## config.mk

```make
export PLATFORM = sky130hd
export DESIGN_NAME = spi_cmd_seq
export DESIGN_NICKNAME = d
export VERILOG_FILES = /design/src/rtl/spi_seq_pkg.sv /design/src/rtl/spi_seq_bank.sv /design/src/rtl/spi_seq_ctrl.sv /design/src/rtl/spi_seq_shifter.sv /design/src/rtl/spi_cmd_seq.sv
export SDC_FILE = /design/constraint.sdc
export NUM_CORES = 1
export LEC_CHECK = 0
export BUFFER_PORTS_ARGS = -buffer_cell sky130_fd_sc_hd__buf_2
export CAP_MARGIN = 10
export CORE_AREA = 2 2 83 85
export CTS_BUF_LIST = sky130_fd_sc_hd__clkbuf_8
export DETAILED_ROUTE_END_ITERATION = 8
export DIE_AREA = 0 0 85 87
export GPL_ROUTABILITY_DRIVEN = 0
export PLACE_DENSITY = 0.81
export SYNTH_ARGS = -nofsm -noshare
export SYNTH_HDL_FRONTEND = slang
export SYNTH_SLANG_ARGS = --single-unit
```

## constraint.sdc

```tcl
create_clock -name clk -period 2.9 [get_ports clk]
set_input_delay 0.29 -clock clk [delete_from_list [all_inputs] [get_ports clk]]
set_output_delay 0.29 -clock clk [all_outputs]
set_load 0.005 [all_outputs]
```

## src/rtl/spi_seq_pkg.sv

```systemverilog
package spi_seq_pkg;

  localparam int SSL_N = 4;
  localparam int SEL_W = $clog2(SSL_N);
  localparam int DLY_W = 3;

  // command word, MSB first: phase, delay code, delay enable, hold, select
  typedef struct packed {
    logic             cpha;
    logic [DLY_W-1:0] dly;
    logic             dly_en;
    logic             keep;
    logic [SEL_W-1:0] sel;
  } cmd_t;

  localparam int CMD_W = $bits(cmd_t);

  typedef enum logic [1:0] {
    ST_IDLE  = 2'd0,
    ST_WAIT  = 2'd1,
    ST_DELAY = 2'd2,
    ST_SHIFT = 2'd3
  } seq_state_t;

endpackage

```

## src/rtl/spi_seq_bank.sv

```systemverilog
module spi_seq_bank
  import spi_seq_pkg::*;
#(
  parameter int N_CMD = 4,
  localparam int AW = $clog2(N_CMD)
) (
  input  logic          clk,
  input  logic          rst_n,
  input  logic          we,
  input  logic [AW-1:0] waddr,
  input  cmd_t          wdata,
  input  logic          last_we,
  input  logic [AW-1:0] last_in,
  input  logic [AW-1:0] rd_idx,
  output cmd_t          rd_cmd,
  output logic [AW-1:0] seq_last
);

  cmd_t entry [N_CMD];

  for (genvar e = 0; e < N_CMD; e++) begin : g_entry
    always_ff @(posedge clk or negedge rst_n) begin
      if (!rst_n)                            entry[e] <= '0;
      else if (we && (waddr == AW'(e)))      entry[e] <= wdata;
    end
  end

  always_ff @(posedge clk or negedge rst_n) begin
    if (!rst_n)       seq_last <= '0;
    else if (last_we) seq_last <= last_in;
  end

  assign rd_cmd = entry[rd_idx];

endmodule

```

## src/rtl/spi_seq_ctrl.sv

```systemverilog
module spi_seq_ctrl
  import spi_seq_pkg::*;
#(
  parameter int N_CMD   = 4,
  parameter int SCK_DIV = 4,
  localparam int AW     = $clog2(N_CMD),
  localparam int DCW    = $clog2(8 * SCK_DIV + 1)
) (
  input  logic             clk,
  input  logic             rst_n,
  input  logic             start,
  input  logic             tx_valid,
  input  logic             rx_pending,
  input  logic             xfer_end,
  input  logic [SEL_W-1:0] cmd_sel,
  input  logic             cmd_keep,
  input  logic             cmd_dly_en,
  input  logic [DLY_W-1:0] cmd_dly,
  input  logic [AW-1:0]    seq_last,
  output logic [AW-1:0]    ptr,
  output logic             tx_ready,
  output logic             load,
  output logic             run,
  output logic [SSL_N-1:0] ssl_n,
  output logic             busy,
  output logic             done
);

  seq_state_t       state;
  logic [DCW-1:0]   dcnt;
  logic [DCW-1:0]   dly_init;
  logic [3:0]       periods;
  logic             keep_q;
  logic [SSL_N-1:0] sel_hot;

  for (genvar g = 0; g < SSL_N; g++) begin : g_hot
    assign sel_hot[g] = (cmd_sel == SEL_W'(g));
  end

  always_comb begin
    periods  = cmd_dly_en ? ({1'b0, cmd_dly} + 4'd1) : 4'd1;
    dly_init = DCW'(periods) * DCW'(SCK_DIV) - DCW'(1);
  end

  assign tx_ready = (state == ST_WAIT) && !rx_pending;
  assign load     = tx_ready && tx_valid;
  assign run      = (state == ST_SHIFT);

  always_ff @(posedge clk or negedge rst_n) begin
    if (!rst_n) begin
      state  <= ST_IDLE;
      ptr    <= '0;
      dcnt   <= '0;
      keep_q <= 1'b0;
      ssl_n  <= '1;
      busy   <= 1'b0;
      done   <= 1'b0;
    end else begin
      done <= 1'b0;
      unique case (state)
        ST_IDLE: begin
          if (start) begin
            state <= ST_WAIT;
            busy  <= 1'b1;
          end
        end
        ST_WAIT: begin
          if (load) begin
            state  <= ST_DELAY;
            dcnt   <= dly_init;
            keep_q <= cmd_keep;
            ssl_n  <= ~sel_hot;
          end
        end
        ST_DELAY: begin
          if (dcnt == '0) state <= ST_SHIFT;
          else            dcnt  <= dcnt - DCW'(1);
        end
        ST_SHIFT: begin
          if (xfer_end) begin
            if (!keep_q) ssl_n <= '1;
            if (ptr == seq_last) begin
              ptr   <= '0;
              state <= ST_IDLE;
              busy  <= 1'b0;
              done  <= 1'b1;
            end else begin
              ptr   <= ptr + AW'(1);
              state <= ST_WAIT;
            end
          end
        end
        default: state <= ST_IDLE;
      endcase
    end
  end

  assert_one_select_R4: assert property (@(posedge clk) disable iff (!rst_n)
    $countones(~ssl_n) <= 1);

  assert_select_steady_R4: assert property (@(posedge clk) disable iff (!rst_n)
    (state == ST_DELAY) |=> $stable(ssl_n));

  assert_accept_R9: assert property (@(posedge clk) disable iff (!rst_n)
    load |=> (state == ST_DELAY) && busy);

  assert_done_pulse_R10: assert property (@(posedge clk) disable iff (!rst_n)
    done |=> !done);

  assert_busy_fall_R10: assert property (@(posedge clk) disable iff (!rst_n)
    $fell(busy) |-> done);

endmodule

```

## src/rtl/spi_seq_shifter.sv

```systemverilog
module spi_seq_shifter #(
  parameter int   DATA_W  = 8,
  parameter int   SCK_DIV = 4,
  parameter logic CPOL    = 1'b0,
  localparam int  HALF    = SCK_DIV / 2,
  localparam int  CW      = $clog2(SCK_DIV),
  localparam int  BW      = $clog2(DATA_W)
) (
  input  logic              clk,
  input  logic              rst_n,
  input  logic              load,
  input  logic [DATA_W-1:0] tx_data,
  input  logic              cpha_in,
  input  logic              run,
  input  logic              miso,
  input  logic              rx_ready,
  output logic              sck,
  output logic              mosi,
  output logic              xfer_end,
  output logic              rx_valid,
  output logic [DATA_W-1:0] rx_data
);

  logic [CW-1:0]     dc;
  logic [BW-1:0]     bi;
  logic [DATA_W-1:0] sreg;
  logic [DATA_W-1:0] rsh;
  logic              cpha_q;
  logic              shift_pt;
  logic              samp_pt;

  assign xfer_end = run && (dc == CW'(SCK_DIV - 1)) && (bi == BW'(DATA_W - 1));
  assign shift_pt = run && (dc == (cpha_q ? CW'(SCK_DIV - 1) : CW'(HALF - 1)));
  assign samp_pt  = run && (dc == (cpha_q ? CW'(HALF) : CW'(0)));
  assign sck      = run ? (CPOL ^ (dc < CW'(HALF))) : CPOL;
  assign mosi     = sreg[DATA_W-1];

  always_ff @(posedge clk or negedge rst_n) begin
    if (!rst_n) begin
      dc     <= '0;
      bi     <= '0;
      sreg   <= '0;
      rsh    <= '0;
      cpha_q <= 1'b0;
    end else if (load) begin
      dc     <= '0;
      bi     <= '0;
      sreg   <= tx_data;
      cpha_q <= cpha_in;
    end else if (run) begin
      dc <= (dc == CW'(SCK_DIV - 1)) ? '0 : dc + CW'(1);
      if (dc == CW'(SCK_DIV - 1)) bi <= bi + BW'(1);
      if (shift_pt) sreg <= {sreg[DATA_W-2:0], 1'b0};
      if (samp_pt)  rsh  <= {rsh[DATA_W-2:0], miso};
    end
  end

  always_ff @(posedge clk or negedge rst_n) begin
    if (!rst_n) begin
      rx_valid <= 1'b0;
      rx_data  <= '0;
    end else if (xfer_end) begin
      rx_valid <= 1'b1;
      rx_data  <= rsh;
    end else if (rx_valid && rx_ready) begin
      rx_valid <= 1'b0;
    end
  end

  assert_rx_hold_R8: assert property (@(posedge clk) disable iff (!rst_n)
    (rx_valid && !rx_ready) |=> rx_valid && $stable(rx_data));

  assert_no_load_pending_R8: assert property (@(posedge clk) disable iff (!rst_n)
    rx_valid |-> !load);

endmodule

```

## src/rtl/spi_cmd_seq.sv

```systemverilog
module spi_cmd_seq
  import spi_seq_pkg::*;
#(
  parameter int   N_CMD   = 4,
  parameter int   DATA_W  = 8,
  parameter int   SCK_DIV = 4,
  parameter logic CPOL    = 1'b0,
  localparam int  AW      = $clog2(N_CMD)
) (
  input  logic              clk,
  input  logic              rst_n,
  input  logic              cfg_we,
  input  logic [AW-1:0]     cfg_addr,
  input  logic [CMD_W-1:0]  cfg_wdata,
  input  logic              seq_we,
  input  logic [AW-1:0]     seq_last_in,
  input  logic              start,
  output logic              busy,
  output logic              done,
  input  logic              tx_valid,
  output logic              tx_ready,
  input  logic [DATA_W-1:0] tx_data,
  output logic              rx_valid,
  input  logic              rx_ready,
  output logic [DATA_W-1:0] rx_data,
  output logic [SSL_N-1:0]  ssl_n,
  output logic              sck,
  output logic              mosi,
  input  logic              miso
);

  cmd_t          cur_cmd;
  logic [AW-1:0] ptr;
  logic [AW-1:0] seq_last;
  logic          load;
  logic          run;
  logic          xfer_end;

  spi_seq_bank #(.N_CMD(N_CMD)) u_bank (
    .clk      (clk),
    .rst_n    (rst_n),
    .we       (cfg_we),
    .waddr    (cfg_addr),
    .wdata    (cmd_t'(cfg_wdata)),
    .last_we  (seq_we),
    .last_in  (seq_last_in),
    .rd_idx   (ptr),
    .rd_cmd   (cur_cmd),
    .seq_last (seq_last)
  );

  spi_seq_ctrl #(.N_CMD(N_CMD), .SCK_DIV(SCK_DIV)) u_ctrl (
    .clk        (clk),
    .rst_n      (rst_n),
    .start      (start),
    .tx_valid   (tx_valid),
    .rx_pending (rx_valid),
    .xfer_end   (xfer_end),
    .cmd_sel    (cur_cmd.sel),
    .cmd_keep   (cur_cmd.keep),
    .cmd_dly_en (cur_cmd.dly_en),
    .cmd_dly    (cur_cmd.dly),
    .seq_last   (seq_last),
    .ptr        (ptr),
    .tx_ready   (tx_ready),
    .load       (load),
    .run        (run),
    .ssl_n      (ssl_n),
    .busy       (busy),
    .done       (done)
  );

  spi_seq_shifter #(.DATA_W(DATA_W), .SCK_DIV(SCK_DIV), .CPOL(CPOL)) u_shift (
    .clk      (clk),
    .rst_n    (rst_n),
    .load     (load),
    .tx_data  (tx_data),
    .cpha_in  (cur_cmd.cpha),
    .run      (run),
    .miso     (miso),
    .rx_ready (rx_ready),
    .sck      (sck),
    .mosi     (mosi),
    .xfer_end (xfer_end),
    .rx_valid (rx_valid),
    .rx_data  (rx_data)
  );

endmodule

```

==> results.json, run 1 <==
{
  "end_kind": "flop",
  "hold_ws_ns": 0.0781,
  "crit_chain": "mux4_2 -> ha_1 -> nand2_1 -> ha_1 -> xor2_1 -> o311ai_2",
  "synth-warning-count": 0,
  "synth-edff-count": 0,
  "synth-async-reset-ratio_pct": 100,
  "ys_ff_latch": 82,
  "avgSynthCellArea_um2": 12.4,
  "syn_inst": 307,
  "cts_resized": 0,
  "synth_mux_area_share_pct": 22.0,
  "yosysTopAreaCellShare_pct": 51.2,
  "rsz0062_at_grt": "no",
  "drv_slew": 0,
  "route.vias.total": 2501,
  "required_ns": 3.16,
  "track_usage_pct": 20.1,
  "wire_per_inst_um": 15.8,
  "layout-drive-gt1-share_pct": 36.1,
  "hold_class": "input pin to asynchronous set/reset pin",
  "gr-total-overflow": 0,
  "max_slew.worst_pin.slew_ns": 1.01,
  "cts_setup_buffers": 0,
  "dieHeight_um": 87,
  "cts_root_buf": "clkbuf_8",
  "power_leakage_nw": 2.04,
  "die_area_mm2": 0.00740,
  "h-tree-depth": 3,
  "synth_top_family_by_area": "multiplexers",
  "slowest_stage": "mux4_2",
  "tns_ns": 0,
  "critPathMaxFanout": 6,
  "final_nets": 397,
  "routed_wl_um": 6980,
  "yosys.area_share.adder_pct": 3.61,
  "worstSetupPathType": "flop to flop",
  "ant_nets": 0,
  "insertion_delay_ns": 0.35,
  "yosysSeqAreaShare_pct": 53.9,
  "drv_cap": 0,
  "io_buffers": 45,
  "yosys.cell_types.count": 43,
  "synth.net_count": 346,
  "max_slew_margin_pct": 32.7,
  "grt_pass1_vias": 2431,
  "ctsHoldBuffers": 0,
  "die_x_um": 85,
  "antenna_found_initial": 0,
  "clk_pin_slew_ns": 0.08,
  "ys.flop_type": "dfrtp_1",
  "io_pins": 46,
  "slowest_delay_ns": 0.58,
  "cts_tree": "yes",
  "ys_top_cells_by_area": "dfrtp_1 (51%), mux2_2 (15%), mux4_2 (4.1%), ha_1 (3.6%), dfstp_2 (2.8%)",
  "drt_iter0_drc": 94,
  "drc": 0,
  "first_pass_iters": 4,
  "fmax_mhz": 462,
  "rows": 30,
  "vdd_ir_drop_max_mv": 0.421,
  "hold_viol_final": 0,
  "synth_compound_area_share_pct": 8.01,
  "grt_max_degree": 83,
  "n_antenna_cell": 0,
  "skew_ns": 0.00409,
  "arrival_ns": 2.42,
  "grt_pass1_wl_um": 11500,
  "cpMostUsedCell": "ha_1",
  "cts_buffers": 9,
  "synth-xor-area-share_pct": 1.61,
  "cts_buffer_depth": 2,
  "clock_sinks": 82,
  "initial_core_util_pct": 58.1,
  "setup_viol": 0,
  "fill_cells": 478,
  "area_growth_pct": 14.3,
  "dp_hpwl_um": 4820,
  "viasPerCell": 5.65,
  "fin_crit_ns": 2.16,
  "synth_top_area_cell": "dfrtp_1",
  "syn-cell-area_mm2": 0.00381,
  "pwr_density_cell_mw_per_mm2": 847,
  "core_region_area_mm2": 0.00657,
  "outcome": "finished clean",
  "min_period_over_period_pct": 74.6,
  "synth-simple-area-share_pct": 8.92,
  "start_kind": "flop"
}
cell families after synthesis:
group,Yosys count
simple gates,73
flops,82
xor+xnor,7
compound gates,49
fa+ha+maj,11
buf+inv,18
mux,67
Yosys cell counts, types with 4 or more instances:
cell type	count
dfrtp_1	78
mux2_2	51
nand2_1	28
o21ai_0	19
nor2_1	17
ha_1	11
a21oi_1	10
inv_1	10
nand3_1	9
mux2i_1	8
mux4_2	7
clkbuf_1	5
nand2b_1	5
dfstp_2	4
xnor2_1	4
final cells by class:
class	instances	area, um^2	share of cell area (%)
clock buffers	10	138	3.16
clock inverters	6	88.8	2.04
inverters	10	37.5	0.861
multi-input cells	207	1690	38.7
flip-flops and latches	82	2060	47.2
well taps	80	100	2.30
repair buffers	48	250	5.74
state kept, by name, summed over array words and instances, names as in the netlist, 3 cells and up:
name             count
u_ctrl.dcnt          6
u_ctrl.ssl_n         4
u_shift.bi           3
u_shift.rx_data      8
u_shift.rsh          8
u_bank.entry        32
u_shift.sreg         8
cells in the final DEF (no fill, tap or decap), drive strengths merged, types with 2 or more instances in the layout:
cell type  instances
dfstp              4
bufinv             2
buf               48
o22ai              2
inv               11
xnor2              4
and2               2
nand3              9
a22o               2
clkbuf            10
clkinvlp           2
ha                11
nor2              18
mux4               8
mux2              51
nand2b             5
a31oi              2
nor3               3
o21ai             21
nor2b              2
mux2i              8
xor2               3
a21o               3
nand3b             2
nand2             28
a21oi             10
dfrtp             78
final timing paths:
path	from	to	slack [ns]	cells past startpoint
setup / recovery	u_ctrl.ptr[0]$_DFFE_PN0P_	u_ctrl.dcnt[4]$_DFFE_PN0P_	0.74	6
hold / removal	rst_n	u_shift.rx_data[0]$_DFFE_PN0P_	0.08	1
setup reg to reg	u_ctrl.ptr[0]$_DFFE_PN0P_	u_ctrl.dcnt[4]$_DFFE_PN0P_	0.74	6
hold reg to reg	u_ctrl.keep_q$_DFFE_PN0P_	u_ctrl.keep_q$_DFFE_PN0P_	0.48	2
max in group asynchronous	rst_n	u_bank.entry[31]$_DFFE_PN0P_	2.14	1
min in group clk	rx_ready	u_shift.rx_valid$_DFFE_PN0P_	0.14	2
per-layer routing:
layer / routed length (um) / GRT usage, % / vias to the layer above
met5: 0 / 0 / -
met3: 237 / 3.70 / 10
met2: 3320 / 31.5 / 46
met1: 3280 / 27.3 / 1239
li1: - / - / 1206
met4: 145 / 9.67 / 0
per-stage QoR:
stage | std cells | cell area [um^2] | power, mW | setup slack, ns | util (%)
2_1_floorplan | 307 | 3810 | 2.48 | 0.755 | -
3_5_place_dp | 427 | 4130 | 2.78 | 0.746 | 62.9
5_1_grt | 443 | 4360 | 3.92 | 0.577 | 66.4
3_3_place_gp | 427 | 4130 | 2.73 | 0.805 | 62.9
4_1_cts | 443 | 4360 | 3.71 | 0.735 | 66.4
6_report | 443 | 4360 | 3.69 | 0.737 | 66.4
worst max-delay path: cells and delay by family (launching register included):
family | cells | cell delay, ns
AOI/OAI and AO/OA | 1 | 0.20
xor gates and xnor gates | 1 | 0.16
muxes | 1 | 0.58
DFF | 1 | 0.54
and+or+nand+nor | 1 | 0.06
adders and majority gates | 2 | 0.53
report_power, final:
group	total [mW]	internal (mW)	switching [mW]
Clock	0.931	0.510	0.421
Combinational	1.11	0.534	0.572
Sequential	1.66	1.46	0.200
Total	3.69	2.50	1.19
Power figures use the tool's default switching activity.
==> run 2: changes to the inputs <==
--- a/config.mk
+++ b/config.mk
@@ -5,14 +5,15 @@
 export SDC_FILE = /design/constraint.sdc
 export NUM_CORES = 1
 export LEC_CHECK = 0
+export ABC_AREA = 1
 export BUFFER_PORTS_ARGS = -buffer_cell sky130_fd_sc_hd__buf_2
 export CAP_MARGIN = 10
-export CORE_AREA = 2 2 83 85
+export CORE_AREA = 2 2 89 91
 export CTS_BUF_LIST = sky130_fd_sc_hd__clkbuf_8
 export DETAILED_ROUTE_END_ITERATION = 8
-export DIE_AREA = 0 0 85 87
+export DIE_AREA = 0 0 91 93
 export GPL_ROUTABILITY_DRIVEN = 0
-export PLACE_DENSITY = 0.81
+export PLACE_DENSITY = 0.76
 export SYNTH_ARGS = -nofsm -noshare
 export SYNTH_HDL_FRONTEND = slang
 export SYNTH_SLANG_ARGS = --single-unit
==> constraint.sdc (replaced) <==
create_clock -name clk -period 1.96 [get_ports clk]
set_input_delay 0.196 -clock clk [delete_from_list [all_inputs] [get_ports clk]]
set_output_delay 0.196 -clock clk [all_outputs]
set_load 0.005 [all_outputs]
==> run 2 against run 1 <==
Compared with the run above: register-to-register slack worse by 0.54 ns; die area is 14% higher; sequential cell count stayed put; maximum frequency is 23% higher; via count is 25% higher; critical path type unchanged; critical endpoint is now u_ctrl.dcnt[3]$_DFFE_PN0P_.
==> results.json, run 2 <==
{
  "io_pins": 46,
  "worstSetupPathType": "flop to flop",
  "initial_core_util_pct": 52.5,
  "synth_top_family_by_area": "simple AND/OR/NAND/NOR gates",
  "area_growth_pct": 14.2,
  "fmax_mhz": 566,
  "start_kind": "flop",
  "yosys-top-cells-count": "nand2_1 (109), dfrtp_1 (78), o21ai_0 (51)",
  "track_usage_pct": 20.5,
  "critPathMaxFanout": 7,
  "synth_top_area_cell": "dfrtp_1",
  "first_pass_iters": 5,
  "die_x_um": 91,
  "r2r_cells": 8,
  "end_kind": "flop",
  "h-tree-depth": 3,
  "rsz0062_at_grt": "no",
  "drv_cap": 0,
  "synth-async-reset-ratio_pct": 100,
  "max_slew_margin_pct": 63.9,
  "place_ws_ns": 0.141,
  "p_clk_share_pct": 23.2,
  "ant_nets": 0,
  "synth-edff-count": 0,
  "syn_inst": 453,
  "synth-simple-area-share_pct": 18.8,
  "gr-total-overflow": 0,
  "hold_viol_final": 0,
  "io_buffers": 45,
  "insertion_delay_ns": 0.36,
  "clk_pin_slew_ns": 0.09,
  "layout_commonest_cell": "nand2_1",
  "max_slew.worst_pin.slew_ns": 0.541,
  "pwr_density_cell_mw_per_mm2": 1220,
  "fin_crit_ns": 1.77,
  "dp_hpwl_um": 5860,
  "ys_top_cells_by_area": "dfrtp_1 (49%), nand2_1 (10%), o21ai_0 (6.5%), inv_1 (4.5%), ha_1 (3.5%)",
  "drt_iter0_drc": 173,
  "outcome": "finished clean",
  "drv_slew": 0,
  "setup_viol": 0,
  "r2r-start": "u_ctrl.ptr[0]$_DFFE_PN0P_",
  "vdd_ir_drop_max_mv": 0.579,
  "p_seq_share_pct": 43.2,
  "switching_share_pct": 37.3,
  "pwr-share-comb_pct": 33.6,
  "instances_no_fill": 613,
  "syn-cell-area_mm2": 0.00395,
  "hold_class": "input pin to flop",
  "yosysMostFrequentCell": "nand2_1",
  "mostFrequentLayoutCells": "nand2_1 (109), dfrtp_1 (77), o21ai_0 (51)",
  "core_region_area_mm2": 0.00753,
  "grt_pass1_vias": 3046,
  "yosysTopAreaCellShare_pct": 49.4,
  "final_nets": 545,
  "synth-warning-count": 0,
  "antenna_found_initial": 0,
  "route.vias.total": 3130,
  "arrival_ns": 2.02,
  "cts_root_buf": "clkbuf_8",
  "rrSetupSlack_ns": 0.19,
  "viasPerCell": 5.11,
  "synth_mux_area_share_pct": 0.570,
  "required_ns": 2.21,
  "ys_ff_latch": 82,
  "routed_wl_um": 8050,
  "min_period_over_period_pct": 90.1,
  "cts_buffers": 9,
  "cts_setup_buffers": 0,
  "synth.net_count": 492,
  "synth-xor-area-share_pct": 1.30,
  "hold_depth": 3,
  "p_switching_mw": 2.05,
  "rows": 32,
  "tns_ns": 0,
  "ys.flop_type": "dfrtp_1",
  "largest_reg_flops": 32,
  "n_antenna_cell": 0,
  "yosys.cell_types.count": 45,
  "hold_ws_ns": 0.0595,
  "skew_ns": 0.0104,
  "regMostFlops": "u_bank.entry",
  "regToRegEndpoint": "u_ctrl.dcnt[3]$_DFFE_PN0P_",
  "synth_compound_area_share_pct": 15.5,
  "grt_pass1_wl_um": 13900,
  "die_area_mm2": 0.00846,
  "layout-drive-gt1-share_pct": 21.1,
  "dieHeight_um": 93,
  "cts_tree": "yes",
  "whs_endpoint": "u_shift.sreg[6]$_DFFE_PN0P_",
  "yosysSeqAreaShare_pct": 52.1,
  "dpl.cell_count": 595,
  "clock_sinks": 82,
  "avgSynthCellArea_um2": 8.72,
  "drc": 0,
  "wire_per_inst_um": 13.1,
  "p_int_mw": 3.45,
  "cts_buffer_depth": 2,
  "grt_max_degree": 32,
  "fin_ws_ns": 0.194,
  "power_leakage_nw": 2.29,
  "min_from": "tx_data[6]",
  "final_util_pct": 60.0,
  "yosys.area_share.adder_pct": 3.48
}
==> run 2: changes by cell type after synthesis, moves of 7 or more <==
| cell | before | now |
|---|---|---|
| nor2_1 | 17 | 33 |
| inv_1 | 10 | 47 |
| mux2_2 | 51 | 2 |
| inv_2 | 0 | 9 |
| mux4_2 | 7 | 0 |
| o21ai_0 | 19 | 51 |
| mux2i_1 | 8 | 0 |
| nand2_1 | 28 | 109 |
| o21ai_1 | 2 | 19 |
==> run 2: cells by family after synthesis <==
group,Yosys count
simple gates,173
xor+xnor,5
flops,82
buf+inv,73
fa+ha+maj,11
compound gates,107
mux,2
==> run 2: worst max-delay path by stage <==
stage | start | end | slack (ns) | cells past startpoint
floorplan | u_ctrl.ptr[0]$_DFFE_PN0P_ | u_ctrl.dcnt[3]$_DFFE_PN0P_ | 0.20 | 12
global placement | u_ctrl.ptr[0]$_DFFE_PN0P_ | u_ctrl.dcnt[3]$_DFFE_PN0P_ | 0.20 | 11
detailed placement | u_ctrl.ptr[0]$_DFFE_PN0P_ | u_ctrl.dcnt[3]$_DFFE_PN0P_ | 0.14 | 9
CTS | u_ctrl.ptr[0]$_DFFE_PN0P_ | u_ctrl.dcnt[3]$_DFFE_PN0P_ | 0.14 | 9
global route | u_ctrl.ptr[0]$_DFFE_PN0P_ | u_ctrl.dcnt[3]$_DFFE_PN0P_ | 0.0007 | 11
finish | u_ctrl.ptr[0]$_DFFE_PN0P_ | u_ctrl.dcnt[3]$_DFFE_PN0P_ | 0.19 | 8
==> run 2: power groups by stage <==
stage	Combinational, mW	Clock [mW]	Sequential (mW)
2_1_floorplan	1.38	0	2.35
3_3_place_gp	1.76	0	2.40
3_5_place_dp	1.84	0	2.41
4_1_cts	1.85	1.30	2.38
5_1_grt	2.12	1.37	2.44
6_report	1.85	1.28	2.38
==> run 2: through the flow <==
step                      cell area [um^2]  power (mW)
after floorplan                       3950        3.73
after global placement                4290        4.16
after detailed placement              4290        4.25
after CTS                             4510        5.53
after global routing                  4510        5.92
final                                 4510        5.51
==> run 2: layer usage <==
| layer | global-route usage, % | vias up | part of all wire [%] | wire length, um |
|---|---|---|---|---|
| met5 | 0 | - | 0 | 0 |
| met4 | 7.70 | 0 | 1.5 | 118 |
| met3 | 3.46 | 9 | 3.3 | 269 |
| met2 | 33.9 | 47 | 48 | 3880 |
| met1 | 27.3 | 1496 | 47 | 3780 |
| li1 | - | 1578 | - | - |
==> run 2: worst max-delay path, stage by stage (launching register included) <==
cell	delay, ns
dfrtp_2	0.46
o21ai_0	0.22
o22ai_2	0.12
ha_1	0.30
nand2_1	0.06
ha_1	0.28
nor2_1	0.04
o21ai_1	0.12
nand2_1	0.06
==> run 2: layout make-up <==
| cell class | count | area [um^2] |
|---|---|---|
| inverter | 59 | 225 |
| fill | 706 | 3010 |
| multi-input combinational | 298 | 1570 |
| timing repair buffer | 56 | 328 |
| clock inverter | 7 | 82.6 |
| tap | 102 | 128 |
| clock buffer | 9 | 124 |
| sequential | 82 | 2060 |
==> run 2: repair_timing <==
action / CTS / global route
setup endpoints to repair: 0 / 2
endpoints found under the hold margin: 29 / 0
resized for setup: 0 / 1
hold buffers: 2 / 0
